==> src/rtl/gpio_irq_pkg.sv <==
package gpio_irq_pkg;
  localparam int unsigned OFS_DOUT   = 32'h00;
  localparam int unsigned OFS_DIR    = 32'h04;
  localparam int unsigned OFS_PAD    = 32'h08;
  localparam int unsigned OFS_CFG_LO = 32'h0C;
  localparam int unsigned OFS_CFG_HI = 32'h10;
  localparam int unsigned OFS_MASK   = 32'h14;
  localparam int unsigned OFS_STAT   = 32'h18;

  typedef enum logic [1:0] {
    TRIG_LOW  = 2'd0,
    TRIG_HIGH = 2'd1,
    TRIG_RISE = 2'd2,
    TRIG_FALL = 2'd3
  } trig_mode_e;
endpackage

==> src/rtl/gpio_pad_sync.sv <==
module gpio_pad_sync #(
  parameter int unsigned NUM_PINS = 32,
  parameter int unsigned STAGES   = 2
) (
  input  logic                clk_i,
  input  logic                rst_ni,
  input  logic [NUM_PINS-1:0] pad_i,
  output logic [NUM_PINS-1:0] sync_o,
  output logic [NUM_PINS-1:0] prev_o
);
  logic [STAGES-1:0][NUM_PINS-1:0] stg_q;
  logic [NUM_PINS-1:0]             prev_q;

  always_ff @(posedge clk_i or negedge rst_ni) begin
    if (!rst_ni) stg_q[0] <= '0;
    else         stg_q[0] <= pad_i;
  end

  for (genvar gs = 1; gs < STAGES; gs++) begin : g_stage
    always_ff @(posedge clk_i or negedge rst_ni) begin
      if (!rst_ni) stg_q[gs] <= '0;
      else         stg_q[gs] <= stg_q[gs-1];
    end
  end

  always_ff @(posedge clk_i or negedge rst_ni) begin
    if (!rst_ni) prev_q <= '0;
    else         prev_q <= stg_q[STAGES-1];
  end

  assign sync_o = stg_q[STAGES-1];
  assign prev_o = prev_q;

  logic [1:0] age_q;
  always_ff @(posedge clk_i or negedge rst_ni) begin
    if (!rst_ni)            age_q <= '0;
    else if (age_q != 2'd3) age_q <= age_q + 2'd1;
  end

  if (STAGES == 2) begin : g_chk2
    assert_sync_latency_R3: assert property (@(posedge clk_i) disable iff (!rst_ni)
      (age_q >= 2'd2) |-> (sync_o == $past(pad_i, 2)));
  end
endmodule

==> src/rtl/gpio_trig_detect.sv <==
module gpio_trig_detect
  import gpio_irq_pkg::*;
#(
  parameter int unsigned NUM_PINS = 32
) (
  input  logic [NUM_PINS-1:0]   cur_i,
  input  logic [NUM_PINS-1:0]   prev_i,
  input  logic [2*NUM_PINS-1:0] cfg_i,
  output logic [NUM_PINS-1:0]   hit_o
);
  for (genvar gp = 0; gp < NUM_PINS; gp++) begin : g_pin
    trig_mode_e mode;
    assign mode = trig_mode_e'(cfg_i[2*gp +: 2]);
    always_comb begin
      unique case (mode)
        TRIG_LOW:  hit_o[gp] = ~cur_i[gp];
        TRIG_HIGH: hit_o[gp] =  cur_i[gp];
        TRIG_RISE: hit_o[gp] =  cur_i[gp] & ~prev_i[gp];
        default:   hit_o[gp] = ~cur_i[gp] &  prev_i[gp];
      endcase
    end
  end
endmodule

==> src/rtl/gpio_irq_regs.sv <==
module gpio_irq_regs
  import gpio_irq_pkg::*;
#(
  parameter int unsigned NUM_PINS = 32,
  parameter int unsigned AW       = 8
) (
  input  logic                  clk_i,
  input  logic                  rst_ni,
  input  logic [AW-1:0]         addr_i,
  input  logic                  we_i,
  input  logic [NUM_PINS-1:0]   wdata_i,
  input  logic [NUM_PINS-1:0]   pad_sync_i,
  input  logic [NUM_PINS-1:0]   hit_i,
  output logic [NUM_PINS-1:0]   rdata_o,
  output logic [NUM_PINS-1:0]   dout_o,
  output logic [NUM_PINS-1:0]   dir_o,
  output logic [2*NUM_PINS-1:0] cfg_o,
  output logic [NUM_PINS-1:0]   mask_o,
  output logic [NUM_PINS-1:0]   status_o
);
  localparam int unsigned CFG_W = NUM_PINS;

  logic [NUM_PINS-1:0] dout_q, dir_q, mask_q, status_q, clr_vec;
  logic [CFG_W-1:0]    cfg_lo_q, cfg_hi_q;
  logic sel_dout, sel_dir, sel_cfg_lo, sel_cfg_hi, sel_mask, sel_stat;

  assign sel_dout   = we_i && (addr_i == AW'(OFS_DOUT));
  assign sel_dir    = we_i && (addr_i == AW'(OFS_DIR));
  assign sel_cfg_lo = we_i && (addr_i == AW'(OFS_CFG_LO));
  assign sel_cfg_hi = we_i && (addr_i == AW'(OFS_CFG_HI));
  assign sel_mask   = we_i && (addr_i == AW'(OFS_MASK));
  assign sel_stat   = we_i && (addr_i == AW'(OFS_STAT));
  assign clr_vec    = sel_stat ? wdata_i : '0;

  always_ff @(posedge clk_i or negedge rst_ni) begin
    if (!rst_ni) begin
      dout_q   <= '0;
      dir_q    <= '0;
      cfg_lo_q <= '0;
      cfg_hi_q <= '0;
      mask_q   <= '0;
      status_q <= '0;
    end else begin
      if (sel_dout)   dout_q   <= wdata_i;
      if (sel_dir)    dir_q    <= wdata_i;
      if (sel_cfg_lo) cfg_lo_q <= wdata_i;
      if (sel_cfg_hi) cfg_hi_q <= wdata_i;
      if (sel_mask)   mask_q   <= wdata_i;
      // detection beats a same-cycle clear
      status_q <= (status_q & ~clr_vec) | hit_i;
    end
  end

  always_comb begin
    case (addr_i)
      AW'(OFS_DOUT):   rdata_o = dout_q;
      AW'(OFS_DIR):    rdata_o = dir_q;
      AW'(OFS_PAD):    rdata_o = pad_sync_i;
      AW'(OFS_CFG_LO): rdata_o = cfg_lo_q;
      AW'(OFS_CFG_HI): rdata_o = cfg_hi_q;
      AW'(OFS_MASK):   rdata_o = mask_q;
      AW'(OFS_STAT):   rdata_o = status_q;
      default:         rdata_o = '0;
    endcase
  end

  assign dout_o   = dout_q;
  assign dir_o    = dir_q;
  assign cfg_o    = {cfg_hi_q, cfg_lo_q};
  assign mask_o   = mask_q;
  assign status_o = status_q;

  logic past_ok_q;
  always_ff @(posedge clk_i or negedge rst_ni) begin
    if (!rst_ni) past_ok_q <= 1'b0;
    else         past_ok_q <= 1'b1;
  end

  assert_w1c_only_R7: assert property (@(posedge clk_i) disable iff (!rst_ni)
    past_ok_q |-> (($past(status_q) & ~status_q & ~$past(clr_vec)) == '0));

  assert_set_wins_R8: assert property (@(posedge clk_i) disable iff (!rst_ni)
    past_ok_q |-> ((status_q & $past(hit_i)) == $past(hit_i)));

  assert_dir_hold_R2: assert property (@(posedge clk_i) disable iff (!rst_ni)
    (past_ok_q && !$past(sel_dir)) |-> $stable(dir_q));
endmodule

==> src/rtl/gpio_irq_port.sv <==
module gpio_irq_port #(
  parameter int unsigned NUM_PINS    = 32,
  parameter int unsigned ADDR_W      = 8,
  parameter int unsigned SYNC_STAGES = 2
) (
  input  logic                clk_i,
  input  logic                rst_ni,
  input  logic [ADDR_W-1:0]   addr_i,
  input  logic                we_i,
  input  logic [NUM_PINS-1:0] wdata_i,
  output logic [NUM_PINS-1:0] rdata_o,
  input  logic [NUM_PINS-1:0] pad_i,
  output logic [NUM_PINS-1:0] pad_o,
  output logic [NUM_PINS-1:0] pad_oe_o,
  output logic                irq_lo_o,
  output logic                irq_hi_o,
  output logic                irq_o
);
  localparam int unsigned HALF = NUM_PINS / 2;

  logic [NUM_PINS-1:0]   sync_s, prev_s, hit_s, dout_s, dir_s, mask_s, status_s, pend_s;
  logic [2*NUM_PINS-1:0] cfg_s;

  gpio_pad_sync #(.NUM_PINS(NUM_PINS), .STAGES(SYNC_STAGES)) u_sync (
    .clk_i, .rst_ni, .pad_i, .sync_o(sync_s), .prev_o(prev_s)
  );

  gpio_trig_detect #(.NUM_PINS(NUM_PINS)) u_det (
    .cur_i(sync_s), .prev_i(prev_s), .cfg_i(cfg_s), .hit_o(hit_s)
  );

  gpio_irq_regs #(.NUM_PINS(NUM_PINS), .AW(ADDR_W)) u_regs (
    .clk_i, .rst_ni, .addr_i, .we_i, .wdata_i,
    .pad_sync_i(sync_s), .hit_i(hit_s), .rdata_o,
    .dout_o(dout_s), .dir_o(dir_s), .cfg_o(cfg_s),
    .mask_o(mask_s), .status_o(status_s)
  );

  assign pad_o    = dout_s & dir_s;
  assign pad_oe_o = dir_s;
  assign pend_s   = status_s & mask_s;
  assign irq_lo_o = |pend_s[HALF-1:0];
  assign irq_hi_o = |pend_s[NUM_PINS-1:HALF];
  assign irq_o    = irq_lo_o | irq_hi_o;

  assert_irq_lo_mask_R9: assert property (@(posedge clk_i) disable iff (!rst_ni)
    irq_lo_o |-> (mask_s[HALF-1:0] != '0));
  assert_irq_hi_mask_R9: assert property (@(posedge clk_i) disable iff (!rst_ni)
    irq_hi_o |-> (mask_s[NUM_PINS-1:HALF] != '0));
endmodule

==> config.mk <==
export PLATFORM = sky130hd
export DESIGN_NAME = gpio_irq_port
export DESIGN_NICKNAME = d
export VERILOG_FILES = /design/src/rtl/gpio_irq_pkg.sv /design/src/rtl/gpio_pad_sync.sv /design/src/rtl/gpio_trig_detect.sv /design/src/rtl/gpio_irq_regs.sv /design/src/rtl/gpio_irq_port.sv
export SDC_FILE = /design/constraint.sdc
export NUM_CORES = 1
export LEC_CHECK = 0
export BUFFER_PORTS_ARGS = -buffer_cell sky130_fd_sc_hd__buf_4
export CAP_MARGIN = 10
export CORE_MARGIN = 1.5
export CORE_UTILIZATION = 45
export CTS_CLUSTER_DIAMETER = 40
export DETAILED_ROUTE_END_ITERATION = 8
export MAX_ROUTING_LAYER = met4
export PLACE_DENSITY = 0.67
export SYNTH_ARGS = -nofsm -noshare
export SYNTH_HDL_FRONTEND = slang
export SYNTH_HIERARCHICAL = 1
export SYNTH_SLANG_ARGS = --single-unit
==> constraint.sdc <==
create_clock -name clk_i -period 2.2 [get_ports clk_i]
set_input_delay 0 -clock clk_i [delete_from_list [all_inputs] [get_ports clk_i]]
set_output_delay 0 -clock clk_i [all_outputs]
set_load 0.05 [all_outputs]
Word level (Yosys, flattened, before mapping). Index checks and enable logic that the tools add are counted.

Bits in registers: 288. Latch bits: 0. Bits in writable memories: 0. Memory bits (read-only): 0. Input bits: 75. Output and inout port bits: 99. Word-level logic and storage cells: 288. Memories kept: 0.

$add $sub $neg: 0. Multiply operators: 0. Div/mod/pow operators: 0. Order comparisons: 0. Equal/unequal tests: 70. Shift-type cells: 0. Multiplexer cells: 34. Bitwise operators: 134. Reductions and logical operators: 41.

Operator list (count): 32-bit one-hot mux with 7 select lines (1); 32-bit AND (3); 1-bit one-hot mux with 3 select lines (32); 1-bit AND (64); 2-bit by 1-bit == test with 1-bit output, second input constant (32); 2-bit == test, second input constant (32); 2-bit zero test (32); 1-bit NOT (64); 32-bit 2-to-1 mux (1); 32-bit NOT (1); 32-bit OR (1); 16-bit OR reduction (2); 8-bit by 5-bit == test with 1-bit output, second input constant (3); 8-bit by 4-bit == test with 1-bit output, second input constant (2); 8-bit by 3-bit == test with 1-bit output, second input constant (1); 8-bit zero test (1); 1-bit logical AND (6); 1-bit OR (1).

Logic depth before layout (Yosys ltp). Gate-level depths: netlist of the first run.

Word-level depth: 6. Depth in mapped cells: 7.

Hierarchy. The synthesis of the first run kept the hierarchy.

By module, submodules not included: gpio_irq_regs (times used 1, cells each 681, area each 8773.4 µm²); gpio_pad_sync (times used 1, cells each 128, area each 2642.5 µm²); gpio_trig_detect (times used 1, cells each 160, area each 1241.2 µm²); gpio_irq_port (times used 1, cells each 51, area each 409.1 µm²).

Worst setup path before layout of the first run. OpenSTA, ideal clock, no wires.

Kind: reg2out. Start point: register u_regs.status_q[2], in the netlist u_regs/status_o[2]. End point: output port irq_o. Data arrival time: 1.898 ns. Required time: 2.200 ns. Path slack: 0.302 ns. Cell stages (with the launch flop): 5. Buffers on the path: 0. Cells stage by stage: dfrtp_1 -> a22o_1 -> a221oi_2 -> nand4_1 -> or2_1.

Cells in the longest elaborated chain, start to end: 3.

Ends and longest elaborated chain: from (decl) (line gpio_irq_regs.sv:23) `logic [NUM_PINS-1:0] dout_q, dir_q, mask_q, status_q, clr_vec;`; from (signal assigned) (line gpio_irq_regs.sv:50) `status_q <= (status_q & ~clr_vec) | hit_i;`; 32-bit AND (line gpio_irq_port.sv:41) `assign pend_s = status_s & mask_s;`; 16-bit OR reduction (line gpio_irq_port.sv:42) `assign irq_lo_o = |pend_s[HALF-1:0];`; named net irq_lo_o (line gpio_irq_port.sv:15) `output logic irq_lo_o,`; 1-bit OR (line gpio_irq_port.sv:44) `assign irq_o = irq_lo_o | irq_hi_o;`; to (decl) (line gpio_irq_port.sv:17) `output logic irq_o`.

The timed path passes the listed nets, and every way through them passes these cells.

Final worst setup path of the first run.
Start point: register u_regs.status_q[21], in the netlist u_regs/status_o[21]. End point: output port irq_o.

Cells in the longest elaborated chain, start to end: 3.

Ends and longest elaborated chain: 32-bit AND (line gpio_irq_port.sv:41); 16-bit OR reduction (line gpio_irq_port.sv:43) `assign irq_hi_o = |pend_s[NUM_PINS-1:HALF];`; 1-bit OR (line gpio_irq_port.sv:44).

No other way between the ends.

==> flow_metrics.tcl, run 1 <==
set metrics [dict create \
    insertion_delay_ns 0.53 \
    clkTransAtPathRegs_ns 0.06 \
    fin_crit_sh 0.954 \
    skew_ns 0.0116 \
    firstDrtPassIters 5 \
    syn_inst 1020 \
    dieArea_mm2 0.0301 \
    arrival_ns 2.10 \
    cts.sink_count 288 \
    path_buf_inv 2 \
    regToRegSetupSlack_ns 0.73 \
    slew_headroom 0.606 \
    finalWirelength_um 37600 \
    fmax_mhz 477 \
    hold_class "primary input to asynchronous set/reset pin" \
    use_met2 0.406 \
    slowest_delay_ns 0.40 \
    worstPathRequired_ns 2.20 \
    numCtsBuffers 41 \
    stdcell_count 1670 \
    avgSynthCellArea_um2 12.8 \
    antenna_found_initial 2 \
    synth_top_area_cell "dfrtp_1" \
    grt_usage 0.261 \
    tns_ns 0 \
    hold_viol_final 0 \
    area_delta_synth_final_pct 29.0 \
    worstSetupStartpointType "register" \
    die_w_um 173 \
    synth_area_mm2 0.0131 \
    cp-startpoint "u_regs/status_o[21]" \
    drive_gt1_frac 0.357 \
    synth_enable_flop_cells 0 \
    r2r-end "u_regs/status_o[13]" \
    htreeDepth 2 \
    status "finished clean" \
    ir_drop_uv 648 \
    grt_max_degree 66 \
    synth.area.top_cells "dfrtp_1, mux2_2, a22oi_1, mux2i_1, o21ba_2" \
    final_nets 1327 \
    powerDensity_mw_per_mm2 829 \
    gr-usage-met1 0.347 \
    max_slew.worst_pin.slew_ns 0.591 \
    power_uw 14000 \
    clockBufferDepth 3 \
    num_vias 9628 \
    grt.busiest_layer "met2" \
    grt_pass1_wl_um 57900 \
    grt_pass1_vias 9715 \
    netlist_top_cells_count "dfrtp_1, mux2_2, a22oi_1, nand2_1, nand3_1" \
    leakagePower_uw 0.00774 \
    critPathMaxFanout 3 \
    synthFlopType "dfrtp_1" \
    critical_path_class "register to primary output" \
    coreArea_mm2 0.0286 \
    yosysMostFrequentCell "dfrtp_1" \
    cp-end-kind "primary output" \
    ys_ff_latch 288 \
    post_cts_resized 0 \
    netlist.area_leader.share 0.552 \
    grt_overflow 0 \
    setup_viol 0 \
    avgViaCountPerCell 5.77 \
    slew_violations 0 \
    critical_path.most_common_cell "buf_4" \
    hpwl_um 24900 \
    root_buffer "clkbuf_16" \
    ys_types 37 \
    ant_nets 0 \
    rsz0062_at_grt "false" \
    ys_seq_area_frac 0.552 \
    reg2reg_depth 3 \
    synthArstFlopShare 1.00 \
    grt_use_met3 0.0406 \
    path_delay_family "compound AO/OA/AOI/OAI gates" \
    drc 0 \
    wl_per_cell_um 22.5 \
    drv_cap 0 \
    fp.dieH_um 173 \
    initial_core_util 0.456 \
    gp_congestion 0.842 \
    place_inst 1527 \
    slowest_stage "dfrtp_1" \
    yosysWarnings 6 \
    r2r_start "u_regs/cfg_lo_q[27]" \
    cts_tree "done" \
    fp-row-count 62 \
    fin_crit_ns 2.10 \
    crit_path_cell_trace "a22o_1 -> a221oi_2 -> nand4_1 -> buf_4 -> or2_1 -> buf_4" \
    dr.first_iter.drc_count 837 \
    io_pins 174 \
    synthesis.nets 1095 \
    numPortBuffers 173 \
]
-- per-stage QoR --
step                       util  setup slack (ns)  cell area (µm²)  hold WS [ns]
after global routing      0.589           0.00219            16900        0.0804
final                     0.589             0.102            16900        0.0421
after floorplan               -             0.302            13100        -0.296
after global placement    0.514             0.559            14700        0.0148
after detailed placement  0.514             0.512            14700        0.0126
after CTS                 0.588            0.0264            16800        0.0633
-- worst max-delay path by stage --
stage	endpoint	cells after the start	slack, ns
floorplan	irq_o	4	0.30
global placement	u_regs/cfg_hi_q[10]	6	0.56
detailed placement	u_regs/cfg_hi_q[15]	6	0.51
CTS	irq_o	5	0.03
global route	irq_o	5	0.002
finish	irq_o	6	0.10
-- logic make-up (layout without fill, tap and decap cells) --
family / count (synthesis) / count (layout) / synth area share
other: 0 / 2 / 0
AOI/OAI and AO/OA: 240 / 240 / 0.152
DFF: 288 / 288 / 0.552
muxes: 193 / 193 / 0.163
buffers and inverters: 82 / 346 / 0.0354
and+or+nand+nor: 217 / 217 / 0.0975
-- final cells by class --
cell class              instances  area [µm²]
well taps                     384         480
clock buffers                  51        1100
clock inverters                24         368
multi-input cells             650        5410
fillers                      2329       11800
repair buffers                271        2280
flip-flops and latches        288        7210
diodes                          2        5.00
-- report_power, final --
| group | leakage [µW] | switching [µW] | internal, µW | total (µW) |
|---|---|---|---|---|
| Sequential | 0.00360 | 249 | 5530 | 5780 |
| Clock | 0.000715 | 2450 | 4530 | 6980 |
| Combinational | 0.00342 | 669 | 542 | 1210 |
-- metal layers --
metal	wire length, µm	vias to the layer above
met4	1140	0
met5	0	-
met2	17800	379
li1	-	4285
met1	16200	4880
met3	2500	84
-- sequential cells by signal, indices dropped and copies added, names as in the netlist --
| signal | count |
|---|---|
| u_regs/dir_o | 32 |
| u_regs/mask_o | 32 |
| u_regs/dout_o | 32 |
| u_regs/status_o | 32 |
| u_sync/stg_q | 32 |
| u_sync/prev_o | 32 |
| u_regs/cfg_lo_q | 32 |
| u_sync/sync_o | 32 |
| u_regs/cfg_hi_q | 32 |
-- layout by cell type, fill, tap and decap left out, types with 4 or more instances in the layout --
| master | netlist | layout |
|---|---|---|
| buf_12 | 0 | 6 |
| a22o_1 | 8 | 8 |
| a32oi_1 | 32 | 32 |
| clkbuf_8 | 0 | 4 |
| or3b_1 | 32 | 32 |
| and2_1 | 32 | 32 |
| o22ai_1 | 31 | 31 |
| nand2_1 | 36 | 36 |
| dlygate4sd3_1 | 0 | 65 |
| mux2_1 | 27 | 27 |
| a22oi_1 | 62 | 62 |
| clkbuf_16 | 0 | 41 |
| buf_4 | 32 | 199 |
| a221oi_2 | 8 | 8 |
| o21ba_2 | 32 | 32 |
| mux2i_1 | 32 | 32 |
| dfrtp_1 | 288 | 288 |
| clkinv_2 | 0 | 7 |
| nand2b_1 | 33 | 33 |
| mux2_2 | 134 | 134 |
| a211o_1 | 31 | 31 |
| clkbuf_1 | 20 | 6 |
| bufinv_16 | 0 | 8 |
| a21o_1 | 32 | 32 |
| nand3_1 | 36 | 35 |
| nor2_1 | 31 | 31 |
-- timing repair --
item                                    4_1_cts  5_1_grt
hold buffers                                 65        0
endpoints found under the setup margin        0        1
buffers inserted                              0        1
endpoints found under the hold margin       512        0
Note: power is estimated with default switching activity, not from simulation.
==> inputs of run 2 (changes only) <==
--- a/config.mk
+++ b/config.mk
@@ -13,6 +13,7 @@
 export DETAILED_ROUTE_END_ITERATION = 8
 export MAX_ROUTING_LAYER = met4
 export PLACE_DENSITY = 0.67
+export RECOVER_POWER = 100
 export SYNTH_ARGS = -nofsm -noshare
 export SYNTH_HDL_FRONTEND = slang
 export SYNTH_HIERARCHICAL = 1
==> run 2 against run 1 <==
The flow now finishes with violations (max-capacitance violations, max-slew violations). Via count increased by 0.54%. Clock power hardly changed. Worst setup slack worse by 0.028 ns. Count of clock-buffer cells in the layout is the same. Clock skew grew 0.0025 ns. Critical path depth rose by 1. Critical path type is now primary input to primary output. Largest power group unchanged.
==> flow_metrics.tcl, run 2 (synthesis gave the netlist of run 1 again) <==
set metrics [dict create \
    status "finished with violations" \
    violations "max-capacitance violations, max-slew violations" \
    numPortBuffers 173 \
    fmax_mhz 471 \
    fin_util 0.576 \
    drc 0 \
    initial_core_util 0.456 \
    post_cts_resized 0 \
    antenna_found_initial 2 \
    leakagePower_uw 0.00742 \
    powerDensity_mw_per_mm2 843 \
    fin_crit_sh 0.966 \
    grt_pass1_wl_um 57900 \
    regToRegSetupSlack_ns 0.73 \
    cts.sink_count 288 \
    gr-usage-met1 0.347 \
    slew_violations 62 \
    root_buffer "clkbuf_16" \
    final_nets 1327 \
    drive_gt1_frac 0.304 \
    arrival_ns 2.13 \
    grt_pass1_vias 9715 \
    r2r_start "u_regs/cfg_lo_q[27]" \
    avgViaCountPerCell 5.80 \
    final_common_cell "dfrtp_1" \
    hpwl_um 24900 \
    area_delta_synth_final_pct 26.2 \
    coreArea_mm2 0.0286 \
    hold_start "pad_i[27]" \
    setup_viol 0 \
    max_slew.worst_pin.slew_ns 1.95 \
    insertion_delay_ns 0.53 \
    die_w_um 173 \
    grt.busiest_layer "met2" \
    dieArea_mm2 0.0301 \
    wl_per_cell_um 22.4 \
    critPathMaxFanout 31 \
    hold_class "primary input to register" \
    cts_tree "done" \
    clockBufferDepth 3 \
    io_pins 174 \
    use_met2 0.406 \
    grt_usage 0.261 \
    tns_ns 0 \
    grt_max_degree 66 \
    reg2reg_depth 3 \
    ir_drop_uv 647 \
    grt_overflow 0 \
    rsz0062_at_grt "false" \
    skew_ns 0.0141 \
    slew_headroom -0.300 \
    worstHoldEndpoint "u_sync/stg_q[27]" \
    critical_path_class "primary input to primary output" \
    worstPathRequired_ns 2.20 \
    worstSetupStartpointType "primary input" \
    num_vias 9680 \
    drv_cap 1 \
    final_cell_mix "dfrtp_1, mux2_2, clkbuf_1" \
    gp_congestion 0.842 \
    finalWirelength_um 37400 \
    numCtsBuffers 41 \
    cp-end-kind "primary output" \
    firstDrtPassIters 5 \
    r2r-end "u_regs/status_o[13]" \
    grt_use_met3 0.0406 \
    clkTransAtPathRegs_ns 0.06 \
    fp-row-count 62 \
    dr.first_iter.drc_count 815 \
    fin_crit_ns 2.13 \
    htreeDepth 2 \
    ant_nets 0 \
    hold_viol_final 0 \
    worstHoldPathCells 2 \
    fp.dieH_um 173 \
]
==> run 2: worst max-delay path by stage <==
stage / from / to / slack [ns] / cells past startpoint
after floorplan: u_regs/status_o[2] / irq_o / 0.30 / 4
after global placement: addr_i[2] / u_regs/cfg_hi_q[10] / 0.56 / 6
after detailed placement: addr_i[2] / u_regs/cfg_hi_q[15] / 0.51 / 6
after CTS: u_regs/status_o[21] / irq_o / 0.03 / 5
after global routing: u_regs/mask_o[11] / irq_o / 0.005 / 5
final: addr_i[4] / rdata_o[16] / 0.07 / 7
==> run 2: final cells by class <==
type | instances | area, µm²
flip-flops and latches | 288 | 7210
fillers | 2421 | 12100
diodes | 2 | 5.00
well taps | 384 | 480
multi-input cells | 650 | 5400
repair buffers | 271 | 1930
clock inverters | 24 | 368
clock buffers | 51 | 1100
==> run 2: worst max-delay path: stages <==
cell and delay [ns]:
clkbuf_1 0.58, nor2b_4 0.05, clkbuf_4 0.40, a22oi_1 0.40, o22ai_1 0.14, a211o_1 0.30, clkbuf_4 0.23
==> run 2: metrics by stage <==
step | cells | total power [µW] | instance area (µm²) | hold slack [ns] | worst slack [ns]
final | 1670 | 13900 | 16500 | 0.131 | 0.0746
after global routing | 1670 | 14400 | 16500 | 0.123 | 0.00477
after CTS | 1667 | 14100 | 16800 | 0.0633 | 0.0264
after detailed placement | 1527 | 6970 | 14700 | 0.0126 | 0.512
after global placement | 1527 | 6950 | 14700 | 0.0148 | 0.559
after floorplan | 1020 | 6410 | 13100 | -0.296 | 0.302
==> run 2: repair_timing <==
| item | 4_1_cts | 5_1_grt |
|---|---|---|
| setup buffers | 0 | 1 |
| endpoints found under the hold margin | 512 | 0 |
| hold buffers | 65 | 0 |
| setup endpoints to repair | 0 | 1 |
==> run 2: report_power, final <==
group	internal, µW	switching [µW]	total, µW
logic	498	665	1160
clock network	4530	2430	6960
registers	5530	249	5780
==> run 2: per-layer routing <==
| layer | up-vias | part of all wire |
|---|---|---|
| met2 | 357 | 0.47 |
| li1 | 4288 | - |
| met1 | 4961 | 0.44 |
| met4 | 0 | 0.027 |
| met5 | - | 0 |
| met3 | 74 | 0.061 |
==> inputs of run 3 (changes only) <==
--- a/config.mk
+++ b/config.mk
@@ -5,15 +5,15 @@
 export SDC_FILE = /design/constraint.sdc
 export NUM_CORES = 1
 export LEC_CHECK = 0
-export BUFFER_PORTS_ARGS = -buffer_cell sky130_fd_sc_hd__buf_4
 export CAP_MARGIN = 10
 export CORE_MARGIN = 1.5
 export CORE_UTILIZATION = 45
 export CTS_CLUSTER_DIAMETER = 40
 export DETAILED_ROUTE_END_ITERATION = 8
+export DONT_BUFFER_PORTS = 1
 export MAX_ROUTING_LAYER = met4
-export PLACE_DENSITY = 0.67
-export RECOVER_POWER = 100
+export PLACE_DENSITY = 0.62
+export RECOVER_POWER = 50
 export SYNTH_ARGS = -nofsm -noshare
 export SYNTH_HDL_FRONTEND = slang
 export SYNTH_HIERARCHICAL = 1
==> run 3 against run 2 <==
Critical path depth decreased by 2. Combinational power decreased by 29%. Register-to-register slack better by 0.04 ns. Count of clock-buffer cells in the layout is 4 higher. Hold slack lost 0.96 ns. Routed wire length fell by 1.2%. Sequential power grew 2%. Flip-flop and latch count is the same. Critical path type is now register to primary output. The flow finishes with violations (negative hold slack). Cell count decreased by 8.7%. Fmax decreased by 0.77%. Global-route usage decreased by 0.37 points. Largest power group unchanged. Die area is the same.
==> flow_metrics.tcl, run 3 (synthesis gave the netlist of run 1 again) <==
set metrics [dict create \
    fin_crit_ns 2.14 \
    worstPathRequired_ns 2.20 \
    max_slew.worst_pin.slew_ns 0.818 \
    slew_violations 0 \
    ir_drop_uv 693 \
    wl_per_cell_um 24.3 \
    insertion_delay_ns 0.53 \
    final_cell_mix "dfrtp_1, mux2_2, dlygate4sd3_1" \
    critical_path_class "register to primary output" \
    num-fill-cells 2378 \
    grt_usage 0.257 \
    initial_core_util 0.456 \
    status "finished with violations" \
    finalWirelength_um 37000 \
    dr.first_iter.drc_count 748 \
    rsz0062_at_grt "false" \
    antenna_found_initial 0 \
    drv_cap 0 \
    cts_tree "done" \
    grt_max_degree 289 \
    numPortBuffers 0 \
    die_w_um 173 \
    drive_gt1_frac 0.278 \
    grt_pass1_vias 9453 \
    hold_class "primary input to asynchronous set/reset pin" \
    hpwl_um 24500 \
    skew_ns 0.0218 \
    num_vias 9160 \
    numCtsBuffers 42 \
    multi_input_area_mm2 0.00541 \
    seq_area_mm2 0.00721 \
    arrival_ns 2.14 \
    clockBufferDepth 3 \
    fp.dieH_um 173 \
    dieArea_mm2 0.0301 \
    grt_overflow 0 \
    r2r-end "u_regs/status_o[18]" \
    cts_hold_buf 66 \
    cts.sink_count 288 \
    root_buffer "clkbuf_16" \
    fmax_mhz 467 \
    final_nets 1183 \
    critPathMaxFanout 3 \
    powerDensity_mw_per_mm2 844 \
    worstSetupStartpointType "register" \
    io_pins 174 \
    fp-row-count 62 \
    ant_nets 0 \
    final_area_mm2 0.0161 \
    n_antenna_cell 0 \
    place_area_mm2 0.0139 \
    cp-end-kind "primary output" \
    reg2reg_depth 3 \
    gp_congestion 0.836 \
    hold_viol_final 288 \
    final_common_cell "dfrtp_1" \
    fin_crit_sh 0.974 \
    firstDrtPassIters 5 \
    avgViaCountPerCell 6.01 \
    leakagePower_uw 0.00704 \
    holdWs_ns -0.827 \
    power_uw 13600 \
    setup_viol 0 \
    coreArea_mm2 0.0286 \
    violations "negative hold slack" \
    htreeDepth 2 \
    clkTransAtPathRegs_ns 0.05 \
    slew_headroom 0.452 \
    area_delta_synth_final_pct 22.9 \
    grt_pass1_wl_um 57400 \
    tns_ns 0 \
    drc 0 \
    r2r_start "u_regs/cfg_hi_q[4]" \
    regToRegSetupSlack_ns 0.77 \
]
==> run 3: what timing repair did <==
action,CTS,global route
endpoints found under the setup margin,1,1
setup buffers,0,2
endpoints found under the hold margin,512,288
gates resized for setup,0,2
pin swaps,1,3
==> run 3: worst max path at each step <==
stage | start | end | slack, ns | cells past startpoint
floorplan | u_regs/status_o[2] | irq_o | 0.30 | 4
global placement | addr_i[2] | rdata_o[29] | 0.59 | 6
detailed placement | addr_i[2] | rdata_o[19] | 0.55 | 6
CTS | u_regs/status_o[18] | irq_o | 0.001 | 5
global route | u_regs/mask_o[21] | irq_o | 0.004 | 5
finish | u_regs/mask_o[18] | irq_o | 0.06 | 5
==> run 3: layout make-up <==
type	instances	area share
well taps	384	0.0299
clock buffers	55	0.0748
clock inverters	22	0.0162
flip-flops and latches	288	0.449
repair buffers	126	0.0936
multi-input cells	650	0.337
==> run 3: worst max-delay path, cell delays in order, from the launching register on <==
cell and delay [ns]:
dfrtp_1 0.39, a22o_1 0.29, a221oi_2 0.21, nand4_1 0.23
or2_4 0.33, buf_6 0.16
==> run 3: stage by stage <==
| stage | setup slack (ns) | utilization | std cells |
|---|---|---|---|
| global placement | 0.590 | 0.486 | 1380 |
| floorplan | 0.302 | - | 1020 |
| detailed placement | 0.546 | 0.486 | 1380 |
| CTS | 0.00135 | 0.560 | 1523 |
| finish | 0.0582 | 0.561 | 1525 |
| global route | 0.00447 | 0.561 | 1525 |
==> run 3: metal layers <==
metal / share of wire / GRT usage / vias to the layer above
li1: - / - / 4005
met1: 0.44 / 0.349 / 4719
met2: 0.47 / 0.394 / 377
met3: 0.070 / 0.0500 / 59
met4: 0.022 / 0.0717 / 0
met5: 0 / - / -
==> run 3: where the power goes <==
group	switching, µW	internal [µW]
Combinational	405	416
Sequential	359	5530
Clock	2490	4350
